<file path="config.mk">
export PLATFORM = sky130hd
export DESIGN_NAME = dual_wiper_ctrl
export DESIGN_NICKNAME = d
export VERILOG_FILES = /design/src/rtl/dwc_pkg.sv /design/src/rtl/dwc_rst_sync.sv /design/src/rtl/dwc_decode.sv /design/src/rtl/dwc_step.sv /design/src/rtl/dwc_channel.sv /design/src/rtl/dual_wiper_ctrl.sv
export SDC_FILE = /design/constraint.sdc
export NUM_CORES = 1
export LEC_CHECK = 0
export BUFFER_PORTS_ARGS = -buffer_cell sky130_fd_sc_hd__clkbuf_2
export CAP_MARGIN = 30
export CORE_MARGIN = 2
export CORE_UTILIZATION = 41
export CTS_CLUSTER_DIAMETER = 60
export CTS_CLUSTER_SIZE = 16
export DETAILED_ROUTE_END_ITERATION = 6
export PLACE_DENSITY = 0.6
export SLEW_MARGIN = 20
export SYNTH_ARGS = -nofsm -noshare
export SYNTH_HDL_FRONTEND = slang
export SYNTH_SLANG_ARGS = --single-unit
</file>
<file path="constraint.sdc">
create_clock -name clk -period 2.8 [get_ports clk]
set_input_delay 0.14 -clock clk [delete_from_list [all_inputs] [get_ports clk]]
set_output_delay 0.14 -clock clk [all_outputs]
set_load 0.02 [all_outputs]
</file>
<file path="src/rtl/dwc_pkg.sv">
package dwc_pkg;
  localparam int OPC_W     = 4;
  localparam int CH_SEL_W  = 2;
  localparam int REG_SEL_W = 2;

  typedef enum logic [OPC_W-1:0] {
    OP_GANG_D2W = 4'b0001,
    OP_STEP     = 4'b0010,
    OP_GANG_W2D = 4'b1000,
    OP_RD_WCR   = 4'b1001,
    OP_WR_WCR   = 4'b1010,
    OP_RD_DR    = 4'b1011,
    OP_WR_DR    = 4'b1100,
    OP_D2W      = 4'b1101,
    OP_W2D      = 4'b1110
  } opcode_e;
endpackage

</file>
<file path="src/rtl/dwc_rst_sync.sv">
module dwc_rst_sync (
  input  logic clk,
  input  logic rst_n_in,
  output logic rst_n_out
);
  logic [1:0] sync_q;

  always_ff @(posedge clk or negedge rst_n_in) begin
    if (!rst_n_in) sync_q <= 2'b00;
    else           sync_q <= {sync_q[0], 1'b1};
  end

  assign rst_n_out = sync_q[1];
endmodule

</file>
<file path="src/rtl/dwc_decode.sv">
module dwc_decode
  import dwc_pkg::*;
#(
  parameter int NUM_CH = 2
) (
  input  logic                valid,
  input  logic [OPC_W-1:0]    op,
  input  logic [CH_SEL_W-1:0] chan,
  output logic [NUM_CH-1:0]   wr_wcr,
  output logic [NUM_CH-1:0]   wr_dr,
  output logic [NUM_CH-1:0]   d2w,
  output logic [NUM_CH-1:0]   w2d,
  output logic                rd_req,
  output logic                rd_sel_wcr,
  output logic                step_arm
);
  logic [NUM_CH-1:0] hit;
  logic              chan_ok;

  for (genvar i = 0; i < NUM_CH; i++) begin : g_hit
    assign hit[i] = (chan == CH_SEL_W'(i));
  end
  assign chan_ok = |hit;

  always_comb begin
    wr_wcr     = '0;
    wr_dr      = '0;
    d2w        = '0;
    w2d        = '0;
    rd_req     = 1'b0;
    rd_sel_wcr = 1'b0;
    step_arm   = 1'b0;
    if (valid) begin
      case (op)
        OP_WR_WCR:   wr_wcr = hit;
        OP_WR_DR:    wr_dr  = hit;
        OP_D2W:      d2w    = hit;
        OP_W2D:      w2d    = hit;
        OP_GANG_D2W: d2w    = '1;
        OP_GANG_W2D: w2d    = '1;
        OP_RD_WCR: begin
          rd_req     = chan_ok;
          rd_sel_wcr = 1'b1;
        end
        OP_RD_DR:    rd_req   = chan_ok;
        OP_STEP:     step_arm = chan_ok;
        default: ;
      endcase
    end
  end
endmodule

</file>
<file path="src/rtl/dwc_step.sv">
module dwc_step
  import dwc_pkg::*;
#(
  parameter int NUM_CH = 2
) (
  input  logic                clk,
  input  logic                rst_n,
  input  logic                instr_valid,
  input  logic                step_arm,
  input  logic [CH_SEL_W-1:0] chan,
  input  logic                step_pulse,
  input  logic                step_up,
  output logic [NUM_CH-1:0]   inc,
  output logic [NUM_CH-1:0]   dec
);
  localparam int CH_IDX_W = $clog2(NUM_CH);

  logic                act_q, act_d;
  logic [CH_IDX_W-1:0] ch_q, ch_d;
  logic                st_en;
  logic                fire;

  always_comb begin
    st_en = instr_valid;
    act_d = act_q;
    ch_d  = ch_q;
    if (instr_valid) begin
      act_d = step_arm;
      ch_d  = chan[CH_IDX_W-1:0];
    end
  end

  always_ff @(posedge clk or negedge rst_n) begin
    if (!rst_n) begin
      act_q <= 1'b0;
      ch_q  <= '0;
    end else if (st_en) begin
      act_q <= act_d;
      ch_q  <= ch_d;
    end
  end

  assign fire = act_q && step_pulse && !instr_valid;

  for (genvar i = 0; i < NUM_CH; i++) begin : g_dir
    assign inc[i] = fire &&  step_up && (ch_q == CH_IDX_W'(i));
    assign dec[i] = fire && !step_up && (ch_q == CH_IDX_W'(i));
  end
endmodule

</file>
<file path="src/rtl/dwc_channel.sv">
module dwc_channel #(
  parameter int             DW      = 8,
  parameter int             NUM_DR  = 4,
  parameter logic [DW-1:0]  RST_VAL = {1'b1, {(DW-1){1'b0}}}
) (
  input  logic                       clk,
  input  logic                       rst_n,
  input  logic                       wr_wcr,
  input  logic                       wr_dr,
  input  logic                       d2w,
  input  logic                       w2d,
  input  logic                       step_inc,
  input  logic                       step_dec,
  input  logic [$clog2(NUM_DR)-1:0]  rsel,
  input  logic [DW-1:0]              wdata,
  output logic [DW-1:0]              wcr,
  output logic [DW-1:0]              dr_rd
);
  localparam int RSEL_W = $clog2(NUM_DR);

  logic [DW-1:0]              wcr_q, wcr_d;
  logic                       wcr_en;
  logic [NUM_DR-1:0][DW-1:0]  dr_q, dr_d;
  logic [NUM_DR-1:0]          dr_en;

  always_comb begin
    wcr_en = 1'b0;
    wcr_d  = wcr_q;
    if (wr_wcr) begin
      wcr_en = 1'b1;
      wcr_d  = wdata;
    end else if (d2w) begin
      wcr_en = 1'b1;
      wcr_d  = dr_q[rsel];
    end else if (step_inc && (wcr_q != {DW{1'b1}})) begin
      wcr_en = 1'b1;
      wcr_d  = wcr_q + DW'(1);
    end else if (step_dec && (wcr_q != {DW{1'b0}})) begin
      wcr_en = 1'b1;
      wcr_d  = wcr_q - DW'(1);
    end
  end

  always_ff @(posedge clk or negedge rst_n) begin
    if (!rst_n)      wcr_q <= RST_VAL;
    else if (wcr_en) wcr_q <= wcr_d;
  end

  for (genvar j = 0; j < NUM_DR; j++) begin : g_dr_next
    assign dr_en[j] = (wr_dr || w2d) && (rsel == RSEL_W'(j));
    assign dr_d[j]  = wr_dr ? wdata : wcr_q;
  end

  always_ff @(posedge clk or negedge rst_n) begin
    if (!rst_n) begin
      for (int j = 0; j < NUM_DR; j++) dr_q[j] <= RST_VAL;
    end else begin
      for (int j = 0; j < NUM_DR; j++) begin
        if (dr_en[j]) dr_q[j] <= dr_d[j];
      end
    end
  end

  assign wcr   = wcr_q;
  assign dr_rd = dr_q[rsel];
endmodule

</file>
<file path="src/rtl/dual_wiper_ctrl.sv">
module dual_wiper_ctrl
  import dwc_pkg::*;
#(
  parameter int NUM_CH = 2,
  parameter int NUM_DR = 4,
  parameter int DW     = 8
) (
  input  logic                   clk,
  input  logic                   rst_n,
  input  logic                   instr_valid,
  input  logic [OPC_W-1:0]       instr_opcode,
  input  logic [REG_SEL_W-1:0]   instr_reg,
  input  logic [CH_SEL_W-1:0]    instr_chan,
  input  logic [DW-1:0]          instr_data,
  input  logic                   step_pulse,
  input  logic                   step_up,
  output logic [NUM_CH*DW-1:0]   wiper_pos,
  output logic                   rd_valid,
  output logic [DW-1:0]          rd_data
);
  localparam int            RSEL_W   = $clog2(NUM_DR);
  localparam int            CH_IDX_W = $clog2(NUM_CH);
  localparam logic [DW-1:0] RST_VAL  = {1'b1, {(DW-1){1'b0}}};

  logic                rst_sync_n;
  logic [NUM_CH-1:0]   wr_wcr, wr_dr, d2w, w2d, inc, dec;
  logic                rd_req, rd_sel_wcr, step_arm;
  logic [DW-1:0]       wcr_arr [NUM_CH];
  logic [DW-1:0]       drr_arr [NUM_CH];
  logic [DW-1:0]       rd_d;
  logic                rd_en;
  logic                rd_valid_q;
  logic [DW-1:0]       rd_data_q;

  dwc_rst_sync u_rst (
    .clk       (clk),
    .rst_n_in  (rst_n),
    .rst_n_out (rst_sync_n)
  );

  dwc_decode #(.NUM_CH(NUM_CH)) u_dec (
    .valid      (instr_valid),
    .op         (instr_opcode),
    .chan       (instr_chan),
    .wr_wcr     (wr_wcr),
    .wr_dr      (wr_dr),
    .d2w        (d2w),
    .w2d        (w2d),
    .rd_req     (rd_req),
    .rd_sel_wcr (rd_sel_wcr),
    .step_arm   (step_arm)
  );

  dwc_step #(.NUM_CH(NUM_CH)) u_step (
    .clk         (clk),
    .rst_n       (rst_sync_n),
    .instr_valid (instr_valid),
    .step_arm    (step_arm),
    .chan        (instr_chan),
    .step_pulse  (step_pulse),
    .step_up     (step_up),
    .inc         (inc),
    .dec         (dec)
  );

  for (genvar i = 0; i < NUM_CH; i++) begin : g_ch
    dwc_channel #(.DW(DW), .NUM_DR(NUM_DR), .RST_VAL(RST_VAL)) u_ch (
      .clk      (clk),
      .rst_n    (rst_sync_n),
      .wr_wcr   (wr_wcr[i]),
      .wr_dr    (wr_dr[i]),
      .d2w      (d2w[i]),
      .w2d      (w2d[i]),
      .step_inc (inc[i]),
      .step_dec (dec[i]),
      .rsel     (instr_reg[RSEL_W-1:0]),
      .wdata    (instr_data),
      .wcr      (wcr_arr[i]),
      .dr_rd    (drr_arr[i])
    );
    assign wiper_pos[i*DW +: DW] = wcr_arr[i];
  end

  always_comb begin
    rd_en = rd_req;
    rd_d  = rd_sel_wcr ? wcr_arr[instr_chan[CH_IDX_W-1:0]]
                       : drr_arr[instr_chan[CH_IDX_W-1:0]];
  end

  always_ff @(posedge clk or negedge rst_sync_n) begin
    if (!rst_sync_n) rd_valid_q <= 1'b0;
    else             rd_valid_q <= rd_req;
  end

  always_ff @(posedge clk or negedge rst_sync_n) begin
    if (!rst_sync_n) rd_data_q <= '0;
    else if (rd_en)  rd_data_q <= rd_d;
  end

  assign rd_valid = rd_valid_q;
  assign rd_data  = rd_data_q;
endmodule

</file>
==> impl_metrics.env <==
export IMPL_critPathLaunchType="flop"
export IMPL_rrSetupSlack_ns=0.14
export IMPL_netlist_top_cells_count="dfrtp_1 (83), nand2_1 (82), o21ai_0 (71)"
export IMPL_ctsLongestPathBuffers=2
export IMPL_met2_usage_pct=34.03
export IMPL_power_switching_share_pct=37.75
export IMPL_ys_ff_latch=93
export IMPL_yosys_top_cells_area="dfrtp_1 (40%), mux4_2 (10%), o21ai_0 (6.8%), nand2_1 (5.9%), dfstp_2 (5.1%)"
export IMPL_grt_max_degree=53
export IMPL_drtIter0Drc=353
export IMPL_r2r_end="g_ch[0].u_ch.wcr[7]$_DFFE_PN1P_"
export IMPL_leakagePower_nw=2.746
export IMPL_use_met3_pct=3.840
export IMPL_clock_root_buffer="clkbuf_16"
export IMPL_layout_nets=594
export IMPL_hold_depth=2
export IMPL_switchingPower_mw=2.139
export IMPL_yosysWarnings=0
export IMPL_crit_type="flop to flop"
export IMPL_rows=41
export IMPL_path_max_fanout=8
export IMPL_cts_made_buffers=9
export IMPL_ant_nets=0
export IMPL_die_y_um=116.5
export IMPL_hold_end="u_step.act_q$_DFFE_PN0P_"
export IMPL_syn_num_nets=538
export IMPL_status="completed"
export IMPL_seq_power_share_pct=35.3
export IMPL_hp_start="instr_valid"
export IMPL_regArea_um2=2344
export IMPL_synth_flop_cell="dfrtp_1"
export IMPL_async_flop_share_pct=100.0
export IMPL_antenna_found_initial=0
export IMPL_cts_sinks=93
export IMPL_die_width_um=116.5
export IMPL_dp_hpwl_um=10100
export IMPL_syn2layout_area_growth_pct=16.62
export IMPL_yosysTopAreaCellShare_pct=40.04
export IMPL_hp_class="input pin to flop"
export IMPL_grtUsageMet1_pct=29.39
export IMPL_die_area_um2=13570
export IMPL_path_common_cell="a21oi_1"
export IMPL_htreeDepth=3
export IMPL_p_clk_share_pct=23.2
export IMPL_start_util_pct=41.61
export IMPL_cts_tree="built"
export IMPL_intPower_mw=3.526
export IMPL_grt_use_total_pct=21.71
export IMPL_tightestPinTransition_ns=0.6978
export IMPL_viasPerCell=5.545
export IMPL_yosysMostFrequentCell="dfrtp_1"
export IMPL_finalSetupViolCount=0
export IMPL_gr_total_overflow=0
export IMPL_syn_cell_area_um2=5187
export IMPL_worstSetupEndpointType="flop"
export IMPL_slowest_stage="dfstp_2"
export IMPL_reg2reg_depth=10
export IMPL_synth_cell_types=62
export IMPL_reg2reg_from="g_ch[0].u_ch.wcr[7]$_DFFE_PN1P_"
export IMPL_rsz0062_at_grt="no"
export IMPL_path_clk_slew_ns=0.07
export IMPL_synth_edff_count=0
export IMPL_critPathArrivalTime_ns=2.92
export IMPL_diodes=0
export IMPL_fillerInstances=1186
export IMPL_grt_pass1_vias=3948
export IMPL_drcViolationCount=0
export IMPL_gp_congestion=0.9038
export IMPL_grt_pass1_wl_um=21870
export IMPL_seq_area_frac_synth_pct=45.10
export IMPL_drive_gt1_share_pct=24.73
export IMPL_drt_wl_total_um=13570
export IMPL_fin_setup_tns_ns=0
export IMPL_synthCells=501
export IMPL_comb_power_share_pct=41.5
export IMPL_skew_ns=0.005849
export IMPL_power_density_nw_per_um2=936.5
export IMPL_fin_crit_ns=2.662
export IMPL_finalMaxSlewViolations=0
export IMPL_crit_chain="inv_1 > nor4_2 > or2_4 > ha_1 > a21oi_1 > o2111ai_1 > a21o_1 > a21oi_1 > xor2_1 > a311oi_1"
export IMPL_core_region_area_um2=12470
export IMPL_port_buffers=45
export IMPL_place_area_um2=5698
export IMPL_ir_drop_v=0.0003159
export IMPL_yosysTopAreaCell="dfrtp_1"
export IMPL_top_usage_layer="met2"
export IMPL_final_area_um2=6050
export IMPL_post_route_period_util_pct=95.09
export IMPL_wire_per_inst_um=18.48
export IMPL_cp_required_ns=3.06
export IMPL_clk_insertion_delay_late_ns=0.36
export IMPL_hold_viol_final=0
export IMPL_syn_avg_cell_area_um2=10.35
export IMPL_relSlewSlack_pct=53.05
export IMPL_fmax_ghz=0.3756
export IMPL_io_pin_count=46
export IMPL_maxCapViolCount=0
export IMPL_max_stage_delay_ns=0.58
export IMPL_dr_pass1_iters=4
export IMPL_vias=4070
export IMPL_multiInputGateArea_um2=2695
logic make-up (layout without fill, tap and decap cells):
logic type               count (synthesis)  after routing  share of synthesized area [%]
AO/OA/AOI/OAI                          139            139                          15.87
XOR/XNOR                                 9              9                          1.519
adder cells (fa/ha/maj)                 16             16                          4.149
buffers and inverters                   36             97                          3.256
flip-flops                              93             93                          45.10
multiplexers                            52             52                          16.09
other                                    1              1                        0.07229
AND/OR/NAND/NOR                        155            155                          13.94
cell usage in the layout, fill, tap and decap left out, types with 3 or more instances in the layout:
master / n
nand2_1: 82
dfrtp_1: 82
o21ai_0: 71
clkbuf_2: 45
nor2_1: 24
mux4_2: 23
a21oi_1: 21
buf_4: 21
mux2i_1: 20
ha_1: 14
a211oi_1: 12
inv_1: 11
nor3_1: 10
dfstp_2: 10
clkbuf_16: 9
o22ai_1: 8
mux2_2: 8
nand3_1: 6
xnor2_1: 5
nor2b_1: 4
xor2_1: 4
or4_1: 4
o211ai_1: 4
nand2b_1: 3
and3_1: 3
a31oi_1: 3
sequential cells by signal, summed over array words and instances, names as in the netlist:
register and count:
u_rst.sync_q 2, g_ch.u_ch.dr_q 64, u_step.act_q 1, u_step.ch_q 1
rd_valid 1, g_ch.u_ch.wcr 16, rd_data 8
worst max path at each step:
stage | start | to | slack (ns) | cells past startpoint
after floorplan | u_rst.sync_q[1]$_DFF_PN0_ | g_ch[0].u_ch.dr_q[0]$_DFFE_PN0P_ | 0.04 | 0
after global placement | g_ch[0].u_ch.wcr[7]$_DFFE_PN1P_ | g_ch[0].u_ch.wcr[7]$_DFFE_PN1P_ | 0.22 | 10
after detailed placement | g_ch[0].u_ch.wcr[7]$_DFFE_PN1P_ | g_ch[0].u_ch.wcr[7]$_DFFE_PN1P_ | 0.06 | 10
after CTS | g_ch[0].u_ch.wcr[7]$_DFFE_PN1P_ | g_ch[0].u_ch.wcr[7]$_DFFE_PN1P_ | 0.05 | 10
after global routing | g_ch[0].u_ch.wcr[7]$_DFFE_PN1P_ | g_ch[0].u_ch.wcr[7]$_DFFE_PN1P_ | 0.005 | 10
final | g_ch[0].u_ch.wcr[7]$_DFFE_PN1P_ | g_ch[0].u_ch.wcr[7]$_DFFE_PN1P_ | 0.14 | 10
repair_timing:
action                                  CTS  global route
hold buffers                              1             0
endpoints found under the hold margin     2             0
resized for setup                         0             2
endpoints found under the setup margin    0             3
buffers inserted                          0             2
critical path: cells and delay by family, from the launching register on:
kind / cells / cell delay [ns]
adders and majority gates: 1 / 0.24
DFF: 1 / 0.58
buffers and inverters: 1 / 0.08
xor gates and xnor gates: 1 / 0.10
and+or+nand+nor: 2 / 0.55
AOI/OAI and AO/OA: 5 / 1.01
through the flow:
step           worst slack, ns  instances  power (mW)  utilization (%)  hold WS (ns)
3_3_place_gp            0.2167        714       4.304            45.55      -0.07186
3_5_place_dp           0.06009        715       4.362            45.71      -0.06959
4_1_cts                0.05177        732       5.695            48.34       0.06114
2_1_floorplan          0.03521        501       3.523                -       -0.1556
5_1_grt               0.005152        734       6.041            48.53       0.09680
6_report                0.1376        734       5.665            48.53       0.06725
power groups by stage:
stage | combinational (mW) | sequential, mW | clock [mW]
floorplan | 1.28 | 2.25 | 0
finish | 2.35 | 2.00 | 1.32
detailed placement | 2.34 | 2.03 | 0
CTS | 2.35 | 2.00 | 1.35
global placement | 2.29 | 2.01 | 0
global route | 2.59 | 2.05 | 1.39
per-layer routing:
metal | routed length [um] | up-vias
met3 | 632 | 29
met5 | 0 | -
met2 | 6278 | 106
li1 | - | 1963
met1 | 6144 | 1972
met4 | 509 | 0
final cells by class:
type / instances / area share (%)
multi-input cells: 372 / 44.55
flip-flops and latches: 93 / 38.74
repair buffers: 69 / 7.156
clock buffers: 10 / 3.785
well taps: 172 / 3.557
clock inverters: 6 / 1.468
inverters: 12 / 0.7446
Power figures use the tool's default switching activity.
